==> config.mk <==
export PLATFORM = sky130hd
export DESIGN_NAME = a12_line_irq
export DESIGN_NICKNAME = d
export VERILOG_FILES = /design/src/rtl/a12_line_irq_pkg.sv /design/src/rtl/a12_rise_filter.sv /design/src/rtl/a12_line_count.sv /design/src/rtl/a12_irq_flag.sv /design/src/rtl/a12_line_irq.sv
export SDC_FILE = /design/constraint.sdc
export NUM_CORES = 1
export LEC_CHECK = 0
export BUFFER_PORTS_ARGS = -buffer_cell sky130_fd_sc_hd__buf_2
export CORE_UTILIZATION = 50
export DETAILED_ROUTE_END_ITERATION = 7
export GPL_TIMING_DRIVEN = 1
export PLACE_DENSITY = 0.82
export SETUP_SLACK_MARGIN = 0.1
export SYNTH_ARGS = -nofsm -noshare
export SYNTH_HDL_FRONTEND = slang
export SYNTH_SLANG_ARGS = --single-unit
==> constraint.sdc <==
create_clock -name clk -period 1.9 [get_ports clk]
set_input_delay 0.19 -clock clk [delete_from_list [all_inputs] [get_ports clk]]
set_output_delay 0.19 -clock clk [all_outputs]
set_load 0.05 [all_outputs]
==> src/rtl/a12_line_irq_pkg.sv <==
package a12_line_irq_pkg;

  typedef enum logic [1:0] {
    ACT_HOLD = 2'd0,
    ACT_LOAD = 2'd1,
    ACT_DEC  = 2'd2
  } cnt_act_e;

  // Selects what an incoming tick does to the counter.
  function automatic cnt_act_e pick_action(input logic tick,
                                           input logic is_zero,
                                           input logic reload_req);
    if (!tick)                    return ACT_HOLD;
    else if (is_zero || reload_req) return ACT_LOAD;
    else                          return ACT_DEC;
  endfunction

endpackage

==> src/rtl/a12_rise_filter.sv <==
module a12_rise_filter #(
  parameter int LOW_MIN = 8,
  localparam int RUN_W  = $clog2(LOW_MIN + 1)
) (
  input  logic clk,
  input  logic rst_n,
  input  logic a12_lvl,
  output logic tick
);

  logic             a12_prev;
  logic [RUN_W-1:0] low_run;

  // Saturating increment of the low-run length.
  function automatic logic [RUN_W-1:0] run_step(input logic [RUN_W-1:0] r);
    if (int'(r) >= LOW_MIN) return r;
    else                    return r + 1'b1;
  endfunction

  function automatic logic run_long(input logic [RUN_W-1:0] r);
    return int'(r) >= LOW_MIN;
  endfunction

  always_ff @(posedge clk) begin
    if (!rst_n) begin
      a12_prev <= 1'b0;
      low_run  <= '0;
    end else begin
      a12_prev <= a12_lvl;
      if (a12_lvl) low_run <= '0;
      else         low_run <= run_step(low_run);
    end
  end

  assign tick = a12_lvl & ~a12_prev & run_long(low_run);

endmodule

==> src/rtl/a12_line_count.sv <==
module a12_line_count
  import a12_line_irq_pkg::*;
#(
  parameter int CNT_W = 8
) (
  input  logic             clk,
  input  logic             rst_n,
  input  logic             tick,
  input  logic             wr_latch,
  input  logic [CNT_W-1:0] wr_data,
  input  logic             wr_reload,
  output logic [CNT_W-1:0] count,
  output logic             reload_req,
  output logic             hit_zero
);

  logic [CNT_W-1:0] reload_val;
  logic [CNT_W-1:0] count_nxt;
  cnt_act_e         act;

  always_comb begin
    act = pick_action(tick, count == '0, reload_req);
    unique case (act)
      ACT_LOAD: count_nxt = reload_val;
      ACT_DEC:  count_nxt = count - 1'b1;
      default:  count_nxt = count;
    endcase
  end

  assign hit_zero = tick && (count_nxt == '0);

  always_ff @(posedge clk) begin
    if (!rst_n) begin
      count      <= '0;
      reload_val <= '0;
      reload_req <= 1'b0;
    end else begin
      count <= count_nxt;
      if (wr_latch) reload_val <= wr_data;
      if (act == ACT_LOAD) reload_req <= 1'b0;
      if (wr_reload)       reload_req <= 1'b1;
    end
  end

endmodule

==> src/rtl/a12_irq_flag.sv <==
module a12_irq_flag (
  input  logic clk,
  input  logic rst_n,
  input  logic hit_zero,
  input  logic wr_irq_on,
  input  logic wr_irq_off,
  output logic irq_en,
  output logic irq
);

  always_ff @(posedge clk) begin
    if (!rst_n) begin
      irq_en <= 1'b0;
      irq    <= 1'b0;
    end else if (wr_irq_off) begin
      irq_en <= 1'b0;
      irq    <= 1'b0;
    end else begin
      if (wr_irq_on)          irq_en <= 1'b1;
      if (hit_zero && irq_en) irq    <= 1'b1;
    end
  end

endmodule

==> src/rtl/a12_line_irq.sv <==
module a12_line_irq #(
  parameter int CNT_W   = 8,
  parameter int LOW_MIN = 8
) (
  input  logic             clk,
  input  logic             rst_n,
  input  logic             a12_lvl,
  input  logic             wr_latch,
  input  logic [CNT_W-1:0] wr_data,
  input  logic             wr_reload,
  input  logic             wr_irq_on,
  input  logic             wr_irq_off,
  output logic             irq
);

  logic             tick;
  logic             hit_zero;
  logic             reload_req;
  logic             irq_en;
  logic [CNT_W-1:0] count;

  a12_rise_filter #(.LOW_MIN(LOW_MIN)) u_filt (
    .clk     (clk),
    .rst_n   (rst_n),
    .a12_lvl (a12_lvl),
    .tick    (tick)
  );

  a12_line_count #(.CNT_W(CNT_W)) u_cnt (
    .clk        (clk),
    .rst_n      (rst_n),
    .tick       (tick),
    .wr_latch   (wr_latch),
    .wr_data    (wr_data),
    .wr_reload  (wr_reload),
    .count      (count),
    .reload_req (reload_req),
    .hit_zero   (hit_zero)
  );

  a12_irq_flag u_flag (
    .clk        (clk),
    .rst_n      (rst_n),
    .hit_zero   (hit_zero),
    .wr_irq_on  (wr_irq_on),
    .wr_irq_off (wr_irq_off),
    .irq_en     (irq_en),
    .irq        (irq)
  );

endmodule

==> Yosys cells after proc, flatten, opt, wreduce, memory -nomap -nowiden <==
Cells that the tools add are included.
{ "totals": {"word_cells": 29, "output_inout_bits": 1, "input_bits": 15, "register_bits": 24} }
{ "op_classes": {"eq_ne": 2, "n_reduce_logical": 8, "add_sub_neg": 2, "bitwise": 4, "magnitude_cmp": 1, "mux": 5} }
{ "ops": {"columns": ["operator", "n"], "rows": [
  ["8-bit logical NOT", 2],
  ["8-bit case mux with 2 select lines", 1],
  ["8-bit by 1-bit subtractor with 8-bit output, second input constant", 1],
  ["4-bit by 1-bit adder with 4-bit output, second input constant", 1],
  ["4-bit >= comparator, second input constant", 1],
  ["2-bit two-way mux", 2],
  ["2-bit OR reduction", 2],
  ["1-bit bitwise AND", 2],
  ["2-bit by 1-bit equality test with 1-bit output, second input constant", 1],
  ["2-bit equality test, second input constant", 1],
  ["1-bit logical AND", 2],
  ["1-bit two-way mux", 2],
  ["1-bit NOT", 2],
  ["2-bit nonzero test", 1],
  ["1-bit logical OR", 1]
]} }

==> Longest topological paths before layout <==
{ "depth": {"ltp_word": 9, "depth_mapped": 9, "mapped_depth_nobuf": 8} }

==> Hierarchy <==
From an unflattened synthesis, not the netlist that was laid out.
{ "unflattened": {"cells_unflattened": 132, "hier_area_um2": 1275.0} }
{ "modules_own_cells": {"columns": ["module", "area_each_um2", "cells_per_inst", "n_inst"], "rows": [
  ["a12_line_count", 992.2, 104, 1],
  ["a12_rise_filter", 212.7, 21, 1],
  ["a12_irq_flag", 70.1, 7, 1]
]} }

==> Worst setup path before layout <==
No wires, ideal clock.
{ "synth_timing": {"path_kind": "flip-flop to flip-flop", "start": "reg u_cnt.count[0]", "end": "reg u_flag.irq", "path_buffers": 0, "path_stages_with_launch": 9, "arrival_ns": 1.793, "required_time_ns": 1.813, "setup_time_ns": 0.087, "period_less_slack_ns": 1.880, "setup_slack_ns": 0.020, "path_cell_list": "dfxtp_1 -> inv_1 -> ha_1 -> nor2b_1 -> a31oi_4 -> or4_1 -> a21oi_1 -> o211ai_1 -> o31ai_1"} }
{ "synth_via": {"elab_chain_len": 9, "elab_cells_between_ends": 11, "cone_classes": "1 x add/sub; 2 x eq/ne; 3 x mux; 5 x reduce/logical"} }
{ "synth_rtl": {"columns": ["element", "line", "source"], "rows": [
  ["start: declaration", "a12_line_count.sv:12", "output logic [CNT_W-1:0] count,"],
  ["start signal: assignment", "a12_line_count.sv:38", "count <= count_nxt;"],
  ["8-bit logical NOT", "a12_line_count.sv:22", "act = pick_action(tick, count == '0, reload_req);"],
  ["1-bit logical OR", "a12_line_irq_pkg.sv:14", "else if (is_zero || reload_req) return ACT_LOAD;"],
  ["2-bit two-way mux", "a12_line_irq_pkg.sv:14", null],
  ["2-bit two-way mux", "a12_line_irq_pkg.sv:13", "if (!tick) return ACT_HOLD;"],
  ["2-bit equality test or 2-bit by 1-bit equality test with 1-bit output (tied branches)", "a12_line_count.sv:23", "unique case (act)"],
  ["8-bit case mux with 2 select lines (*)", "a12_line_count.sv:23", null],
  ["8-bit logical NOT (*)", "a12_line_count.sv:30", "assign hit_zero = tick && (count_nxt == '0);"],
  ["1-bit logical AND (*)", "a12_line_count.sv:30", null],
  ["1-bit logical AND (*)", "a12_irq_flag.sv:20", "if (hit_zero && irq_en) irq <= 1'b1;"],
  ["end signal: assignment", "a12_irq_flag.sv:14", "irq <= 1'b0;"],
  ["end signal: assignment", "a12_irq_flag.sv:17", "irq <= 1'b0;"],
  ["end signal: assignment", "a12_irq_flag.sv:20", null],
  ["end: declaration", "a12_irq_flag.sv:8", "output logic irq"]
]} }
Every way passes the cells marked *; elsewhere a longest branch is shown, timed or not.
A chain may end at the register's enable or synchronous reset.

==> Worst setup path in the final report <==
{ "layout_timing": {"start": "reg u_cnt.count[1]", "end": "reg u_flag.irq"} }
The elaborated chain is that of the path after synthesis.

==> flow_summary.json <==
{
  "drv_slew": 0,
  "r2r_start": "u_cnt.count[1]",
  "skew_ps": 5.69,
  "min_from": "wr_irq_on",
  "worstPathCellList": "inv_2 > ha_4 > nor2b_4 > a31oi_4 > or4_4 > a21oi_2 > o211ai_1 > o31ai_1",
  "cp.required_ps": 2150,
  "first_iter_violations": 40,
  "gp_congestion": 0.998,
  "holdWs_ps": 46.7,
  "initial_core_util": 0.554,
  "status": "complete, no violations",
  "worst-slew-pin-transition_ps": 403,
  "critPathLaunch": "u_cnt.count[1]",
  "slowest_stage": "or4_4",
  "dieArea_um2": 2750,
  "min_period_over_period": 0.966,
  "cap_violations": 0,
  "dp_hpwl_um": 2140,
  "io_pins": 16,
  "r2r-end": "u_flag.irq",
  "syn_to_final_growth_pct": 21.3,
  "ys_top_cells_by_area": "dfxtp_1 38%, mux2i_1 7.9%, nor2b_1 6.9%",
  "yosysWarningCount": 0,
  "row_count": 17,
  "cpPeakStageDelay_ps": 450,
  "first_global_vias": 1094,
  "insertion_delay_ps": 320,
  "cts_sinks": 24,
  "fin_nets": 190,
  "fmax_mhz": 545,
  "yosys.area.top_type": "dfxtp_1",
  "antenna_found_initial": 0,
  "synth_top_area_share": 0.378,
  "hold_viol_final": 0,
  "cp_data_arrival_time_ps": 2090,
  "path_max_fanout": 3,
  "die-height_um": 52.4,
  "synth-async-reset-ratio": 0,
  "path_class": "reg -> reg",
  "utilization": 0.672,
  "final_cell_mix": "22 x dfxtp_1, 15 x buf_2, 13 x nor2b_1",
  "numCtsBuffers": 3,
  "ys_dominant_reg_cell": "dfxtp_1",
  "grt-ovfl-total": 0,
  "drive_above_1_share": 0.288,
  "p_per_area_nw_per_um2": 630,
  "clk_path_buf_depth": 2,
  "clk_pin_slew_ps": 130,
  "period_needed_ps": 1840,
  "wl_per_cell_um": 14.5,
  "critical_path_buf_inv_count": 1,
  "regToRegSetupSlack_ps": 60,
  "ir_drop_mv": 0.569,
  "grt_pass1_wl_um": 4720,
  "postSynthCellCount": 146,
  "track_usage": 0.232,
  "setup.worst_path.end": "u_flag.irq",
  "drt_pass1_iterations": 4,
  "leakagePower_nw": 0.636,
  "synth_area_um2": 1270,
  "holdCritPathClass": "in -> reg",
  "io_buffers": 15,
  "ys_seq_area_frac": 0.378,
  "fill_cells": 186,
  "num_vias": 1169,
  "die_x_um": 52.4,
  "cts_root_buf": "clkbuf_4",
  "ys_ff_latch": 24,
  "rsz0062_at_grt": "true",
  "worst_slew_margin_rel": 0.729,
  "placed_cell_area_um2": 1430,
  "power_w": 0.000973,
  "final_common_cell": "dfxtp_1",
  "ant_nets": 0,
  "syn-mean-instance-area_um2": 8.72,
  "synth_cell_types": 41,
  "antennaDiodeCount": 0,
  "tritoncts": "built",
  "synth_edf_count": 0,
  "drc": 0,
  "wl_um": 2870,
  "ctsHoldBuffers": 0,
  "crit_path_end_kind": "flop",
  "finalSetupViolations": 0,
  "fin_area_um2": 1540,
  "viasPerCell": 5.90,
  "reg2reg_depth": 8,
  "cp-start-kind": "flop",
  "h-tree-depth": 1,
  "mappedNetlistNets": 165,
  "coreArea_um2": 2300,
  "grt_max_degree": 21,
  "cpLargestDelayFamily": "simple AND/OR/NAND/NOR gates",
  "cp.depth": 8
}
## stage by stage
step	TNS [ps]	setup slack [ps]	instances
after CTS	0	69.7	198
after global placement	-1.01	-1.01	192
final	0	64.6	198
after global routing	-24.2	-24.2	198
after detailed placement	-44.5	-44.5	192
after floorplan	0	103	146
## per-layer routing
metal  vias to the layer above  share of wire  track usage
met5                         -              0            0
met4                         0          0.021       0.0965
met3                         6          0.083       0.0406
met2                        56           0.48        0.401
met1                       540           0.42        0.279
li1                        567              -            -
## power breakdown
| part | switching (W) | internal, W |
|---|---|---|
| Sequential | 0.0000164 | 0.000519 |
| Combinational | 0.0000286 | 0.0000360 |
| Clock | 0.000159 | 0.000214 |
| Total | 0.000204 | 0.000769 |
## cell usage after synthesis (all sizes together) (2+ instances only)
library cell  count
dfxtp            24
nor2b            14
a21oi            12
o21ai            11
mux2i            10
nor2              9
nand2             8
and2              5
clkbuf            5
inv               5
nor3              5
ha                4
a31oi             3
nand3             3
or4               3
and3              2
buf               2
nor4              2
xnor2             2
## registers in the layout, summed over array words and instances (netlist names)
register	cells
u_flag.irq_en	1
u_cnt.count	8
u_cnt.reload_val	8
u_filt.low_run	4
u_filt.a12_prev	1
u_flag.irq	1
u_cnt.reload_req	1
## final cells by class
type | instances | area [um^2] | area share
tap | 28 | 35.0 | 0.0227
sequential | 24 | 483 | 0.313
multi-input combinational | 110 | 786 | 0.509
clock buffer | 3 | 22.5 | 0.0146
clock inverter | 1 | 30.0 | 0.0194
inverter | 5 | 18.8 | 0.0122
timing repair buffer | 27 | 169 | 0.109
## kinds of logic (layout without fill, tap and decap cells)
family,count (synthesis),after routing,share of synthesized area
mux,10,10,0.0787
buf+inv,12,36,0.0374
compound gates,36,36,0.183
simple gates,57,57,0.264
xor+xnor,3,3,0.0207
flops,24,24,0.378
fa+ha+maj,4,4,0.0393
## repair_timing
item,4_1_cts,5_1_grt
gates resized for setup,13,1
cloned,0,0
setup buffers,2,0
hold endpoints to repair,0,0
pin swaps,4,2
endpoints found under the setup margin,3,2
## how the worst min path moves through the flow
stage                         end  slack (ps)  cells past startpoint
floorplan           u_flag.irq_en         300                      1
global placement    u_flag.irq_en         380                      2
detailed placement  u_flag.irq_en         390                      2
CTS                 u_flag.irq_en          50                      2
global route        u_flag.irq_en          50                      2
finish              u_flag.irq_en          50                      2
## worst reg2reg max path, stage by stage, from the launching register on
cell and delay, ps:
dfxtp_2 360, inv_2 90, ha_4 140, nor2b_4 160, a31oi_4 110, or4_4 450
a21oi_2 140, o211ai_1 90, o31ai_1 230
(Power assumes the default switching activity.)
